$ cat src/rtl/gsc_pkg.sv
package gsc_pkg;

  localparam int unsigned XLEN      = 64;
  localparam int unsigned WID_BITS  = 6;
  localparam int unsigned NUM_RULES = 14;
  localparam int unsigned NUM_MAPS  = 2;

  // Position of each rule in the failure vector (bench and users decode it)
  localparam int unsigned RI_VIRT_OFF   = 0;
  localparam int unsigned RI_XF_RSVD    = 1;
  localparam int unsigned RI_LM_NOCAP   = 2;
  localparam int unsigned RI_NO_PAE     = 3;
  localparam int unsigned RI_NO_PE      = 4;
  localparam int unsigned RI_CS_LD      = 5;
  localparam int unsigned RI_CR0_RSVD   = 6;
  localparam int unsigned RI_NW_NOCD    = 7;
  localparam int unsigned RI_CR3_WIDE   = 8;
  localparam int unsigned RI_ASID_ZERO  = 9;
  localparam int unsigned RI_DR6_RSVD   = 10;
  localparam int unsigned RI_DR7_RSVD   = 11;
  localparam int unsigned RI_MAP_BASE   = 12;  // map g sits at RI_MAP_BASE + g

  localparam int unsigned MODE_RULES = 8;      // bits 0..7
  localparam int unsigned ADDR_RULES = NUM_RULES - MODE_RULES;

  localparam logic [XLEN-1:0] PAGE_OFS = 64'h0000_0000_0000_0FFF;

  // Mask of all bit positions at or above the given width
  function automatic logic [XLEN-1:0] bits_at_or_above(input logic [WID_BITS-1:0] w);
    logic [XLEN-1:0] one_hot;
    one_hot = 64'd1 << w;
    return ~(one_hot - 64'd1);
  endfunction

  // True when a page-aligned map base leaves too little room for the map
  function automatic logic map_past_limit(input logic [XLEN-1:0]     base,
                                          input logic [WID_BITS-1:0] w,
                                          input logic [XLEN-1:0]     size);
    logic [XLEN-1:0] top;
    logic [XLEN-1:0] page;
    top  = (64'd1 << w) - size;
    page = base & ~PAGE_OFS;
    return page >= top;
  endfunction

endpackage

$ cat src/rtl/gsc_mode_rules.sv
module gsc_mode_rules
  import gsc_pkg::*;
#(
  parameter logic [XLEN-1:0] XF_RSVD_MASK  = 64'hFFFF_FFFF_FFFF_02FE,
  parameter logic [XLEN-1:0] CR0_RSVD_MASK = 64'hFFFF_FFFF_0000_0000,
  parameter int unsigned     XF_LME_BIT    = 8,
  parameter int unsigned     XF_LMA_BIT    = 10,
  parameter int unsigned     XF_VE_BIT     = 12
) (
  input  logic [XLEN-1:0]       xfeat,
  input  logic [XLEN-1:0]       cr0,
  input  logic                  pae,
  input  logic                  cs_long,
  input  logic                  cs_dflt,
  input  logic                  lm_cap,
  output logic [MODE_RULES-1:0] fail
);

  localparam int unsigned CR0_PE_BIT = 0;
  localparam int unsigned CR0_NW_BIT = 29;
  localparam int unsigned CR0_CD_BIT = 30;
  localparam int unsigned CR0_PG_BIT = 31;

  logic lme, lma, paged_long, long_pae;

  assign lme        = xfeat[XF_LME_BIT];
  assign lma        = xfeat[XF_LMA_BIT];
  assign paged_long = lme & cr0[CR0_PG_BIT];
  assign long_pae   = paged_long & pae;

  always_comb begin
    fail                = '0;
    fail[RI_VIRT_OFF]   = ~xfeat[XF_VE_BIT];
    fail[RI_XF_RSVD]    = |(xfeat & XF_RSVD_MASK);
    fail[RI_LM_NOCAP]   = (lme | lma) & ~lm_cap;
    fail[RI_NO_PAE]     = paged_long & ~pae;
    fail[RI_NO_PE]      = paged_long & ~cr0[CR0_PE_BIT];
    fail[RI_CS_LD]      = long_pae & cs_long & cs_dflt;
    fail[RI_CR0_RSVD]   = |(cr0 & CR0_RSVD_MASK);
    fail[RI_NW_NOCD]    = cr0[CR0_NW_BIT] & ~cr0[CR0_CD_BIT];
  end

endmodule

$ cat config.mk
export PLATFORM = sky130hd
export DESIGN_NAME = gsc_mode_rules
export DESIGN_NICKNAME = d
export VERILOG_FILES = /design/src/rtl/gsc_pkg.sv /design/src/rtl/gsc_mode_rules.sv
export SDC_FILE = /design/constraint.sdc
export NUM_CORES = 1
export LEC_CHECK = 0
export BUFFER_PORTS_ARGS = -buffer_cell sky130_fd_sc_hd__buf_4
export CAP_MARGIN = 20
export CORE_MARGIN = 8
export CORE_UTILIZATION = 11
export DETAILED_ROUTE_END_ITERATION = 8
export PLACE_DENSITY = 0.78
export SLEW_MARGIN = 20
export SYNTH_ARGS = -nofsm -noshare
export SYNTH_HDL_FRONTEND = slang
export SYNTH_SLANG_ARGS = --single-unit
$ cat constraint.sdc
create_clock -name vclk -period 1.31
set_input_delay 0.1965 -clock vclk [all_inputs]
set_output_delay 0.1965 -clock vclk [all_outputs]
set_load 0.02 [all_outputs]
======== Word-level counts from Yosys, hierarchy flattened ========
Index checks and enable logic that the tools add are counted.
Widths: inputs -> output; s select.
storage, ports and cells
  bits in registers ....................... 0
  bits of input ports ..................... 132
cells by class
  bitwise gates (word level) .............. 14
  reduce and logical (&&, ||, !) cells .... 2
operator list
  operator          count
  $reduce_or 56->1  1
  $reduce_or 32->1  1
  $and 1x1->1       8
  $not 1->1         5
  $or 1x1->1        1

======== Longest topological paths before layout ========
  word-level depth ........................ 4
  gate-level depth with buffers ........... 3

======== Least setup slack after synthesis ========
No wires, ideal clock.
  kind .................................... input port to output port
  start ................................... input xfeat[4]
  end ..................................... output fail[1]
  arrival ................................. 1184 ps
  data required time ...................... 1113 ps
  slack ................................... -70 ps
  cell stages on the path ................. 3
  buffers on the path ..................... 0
  cells stage by stage .................... nor4_1 nand4_1 or4_1
on the way
  word-level cells in the longest chain between the ends .. 1
RTL lines
  what              RTL line              RTL
  from (decl)       gsc_mode_rules.sv:10  input logic [XLEN-1:0] xfeat,
  $reduce_or 56->1  gsc_mode_rules.sv:34  fail[RI_XF_RSVD] = |(xfeat & XF_RSVD_MASK);
  to (decl)         gsc_mode_rules.sv:16  output logic [MODE_RULES-1:0] fail
Every way passes these cells.

======== Worst setup path after layout ========
  start ................................... input xfeat[16]
  end ..................................... output fail[1]
Same word-level chain as after synthesis.

==> results.md <==
* Status: finished, violations left
* Failing checks: negative setup slack
* Final WS setup at -0.277 ns
* First-pass GRT wire length at around 4300 µm
* CP Max Fanout at 1
* Sw power at approximately 0.00012 W
* Fmax at between 600 and 700 MHz
* Antenna-violating nets left at 0
* Clock Power Share at 0%
* Critical Path Sink Type: output port
* Starting density of the core at 11.7%
* Residual DRC at 0
* Routed WL per cell at approximately 21 µm
* Hold Violations, Final at 0
* Post-Syn Nets at around 170
* Die area at 3810 µm²
* FF+latch count at 0
* Inst Count DP at 173
* Sequential power share at 0%
* Setup crit end: fail[1]
* Max_cap viols at 0
* DPL Wire Length at around 2800 µm
* Crit path kind: in2out
* P_leak at roughly 0.60 nW
* 1st-pass router iterations at 3
* Sequential cell area at 0 µm²
* Synth top area share at about 57%
* Int Pwr at approximately 0.00024 W
* Setup crit start kind: input pin
* Syn avg cell area at ~5.9 µm²
* Sw frac at about a third
* Max VDD drop at between 0.15 and 0.2 mV
* Syn Inst Count at 39
* Final Net Count at 280
* CLK BUF at 0
* Largest net degree at the start of global routing at 4
* DR iter-0 viols at 26
* Layout cells sized above 1 at between 80% and 90%
* Top Ports at between 100 and 150
* Area growth, synth to finish at 479%
* Cts hold-fix bufs at 0
* Crit path required time at about 1.1 ns
* Power Total at around 0.00036 W
* Die span in x at 61.8 µm
* Vias in the first global route at around 1000
* Vias per cell at between 4 and 5
* Initial antenna violation count at 0
* Placer Congestion at slightly below 0.8
* Worst Hold Class: in2out
* Slew headroom at 82.5%
* Synth cell types at 10
* Power Density at roughly 270 nW/µm²
* Endpoints failing setup at 2
* Synthesized area at about 230 µm²
* RSZ-0062 raised after global routing: true
* Worst-Margin Slew at 0.260 ns
* Post-synthesis sequential area ratio at 0%
* Core Rows at 16
* Yosys warnings at 0
* Core area at just under 2000 µm²
* Setup crit start: xfeat[16]
* Max Slew Vio Count at 0
* Biggest area consumer among synthesized cells: nor4_1
* Crit path time final at about 1.6 ns
* Final instance area at 1330 µm²
* Gate power share at between 90% and 100%
* CP arrival at 1.39 ns
* Placed inst area at around 1100 µm²
* Synth top area cells: nor4_1 57%, nand4_1 14%, nor2_1 8.2%
* Final period utilization at 121%
* Post-Route WL at about 3700 µm
* # diodes at 0
* Via count at between 800 and 900
* Placement Setup Slack at -0.309 ns
* PortBufs at roughly 110
* Final std cells w/o fill at 173
* GRT overflow at 0
* Total GRT Usage at ~15%
* DIE HEIGHT at between 60 and 70 µm
cell families after synthesis:
group / synth area share, %
buffers and inverters: 1.63
AND/OR/NAND/NOR: 98.4
layout by cell type (no fill, tap or decap), drive strengths merged:
cell type	n
nand3	1
nor4	22
buf	107
nand4	5
or4	1
inv	1
nor2	5
or2	1
nor2b	1
nand2	2
what timing repair did:
action | 4_1_cts | 5_1_grt
buffers inserted | 0 | 0
pin swaps | 7 | 11
gates resized for setup | 20 | 23
hold endpoints to repair | 0 | 0
gates cloned | 0 | 0
setup endpoints to repair | 2 | 2
synth_stat cells:
cell / count
nor4_2: 1
or2_2: 1
nor2_1: 5
or4_1: 1
nand4_1: 5
nor4_1: 21
nand2_1: 2
nand3_1: 1
nor2b_1: 1
inv_1: 1
power by group through the flow:
stage | logic, W | registers [W] | clock network [W]
3_3_place_gp | 0.000269 | 0 | 0
5_1_grt | 0.000375 | 0 | 0
3_5_place_dp | 0.000277 | 0 | 0
2_1_floorplan | 0.0000305 | 0 | 0
4_1_cts | 0.000304 | 0 | 0
6_report | 0.000359 | 0 | 0
metrics by stage:
step | util [%] | TNS [ns] | hold slack (ns)
after floorplan | - | 0 | 0.470
after global placement | 54.9 | -0.382 | 0.637
after detailed placement | 54.9 | -0.368 | 0.641
after CTS | 60.3 | -0.271 | 0.641
after global routing | 67.9 | -0.364 | 0.653
final | 67.9 | -0.288 | 0.638
layer usage:
layer  track usage [%]  vias to the layer above  wire length (µm)
met5                 0                        -                 0
met4                 0                        0                 0
met3              8.23                        0               630
met2              31.0                       77              1870
met1              12.0                      371              1200
li1                  -                      388                 -
critical path: stages:
cell and delay, ns:
buf_4 0.12, nor4_2 0.27, nand4_1 0.13, or4_4 0.53, buf_6 0.15
how the worst min path moves through the flow:
stage / cells after the start / to / from
3_3_place_gp: 3 / fail[0] / xfeat[12]
4_1_cts: 3 / fail[0] / xfeat[12]
3_5_place_dp: 3 / fail[0] / xfeat[12]
2_1_floorplan: 1 / fail[0] / xfeat[12]
5_1_grt: 3 / fail[0] / xfeat[12]
6_report: 3 / fail[0] / xfeat[12]
layout make-up:
cell class | instances | area, µm²
Timing Repair Buffer | 107 | 860
Tap cell | 27 | 33.8
Fill cell | 148 | 629
Multi-Input combinational cell | 38 | 435
Inverter | 1 | 3.75
Power figures use the tool's default switching activity.
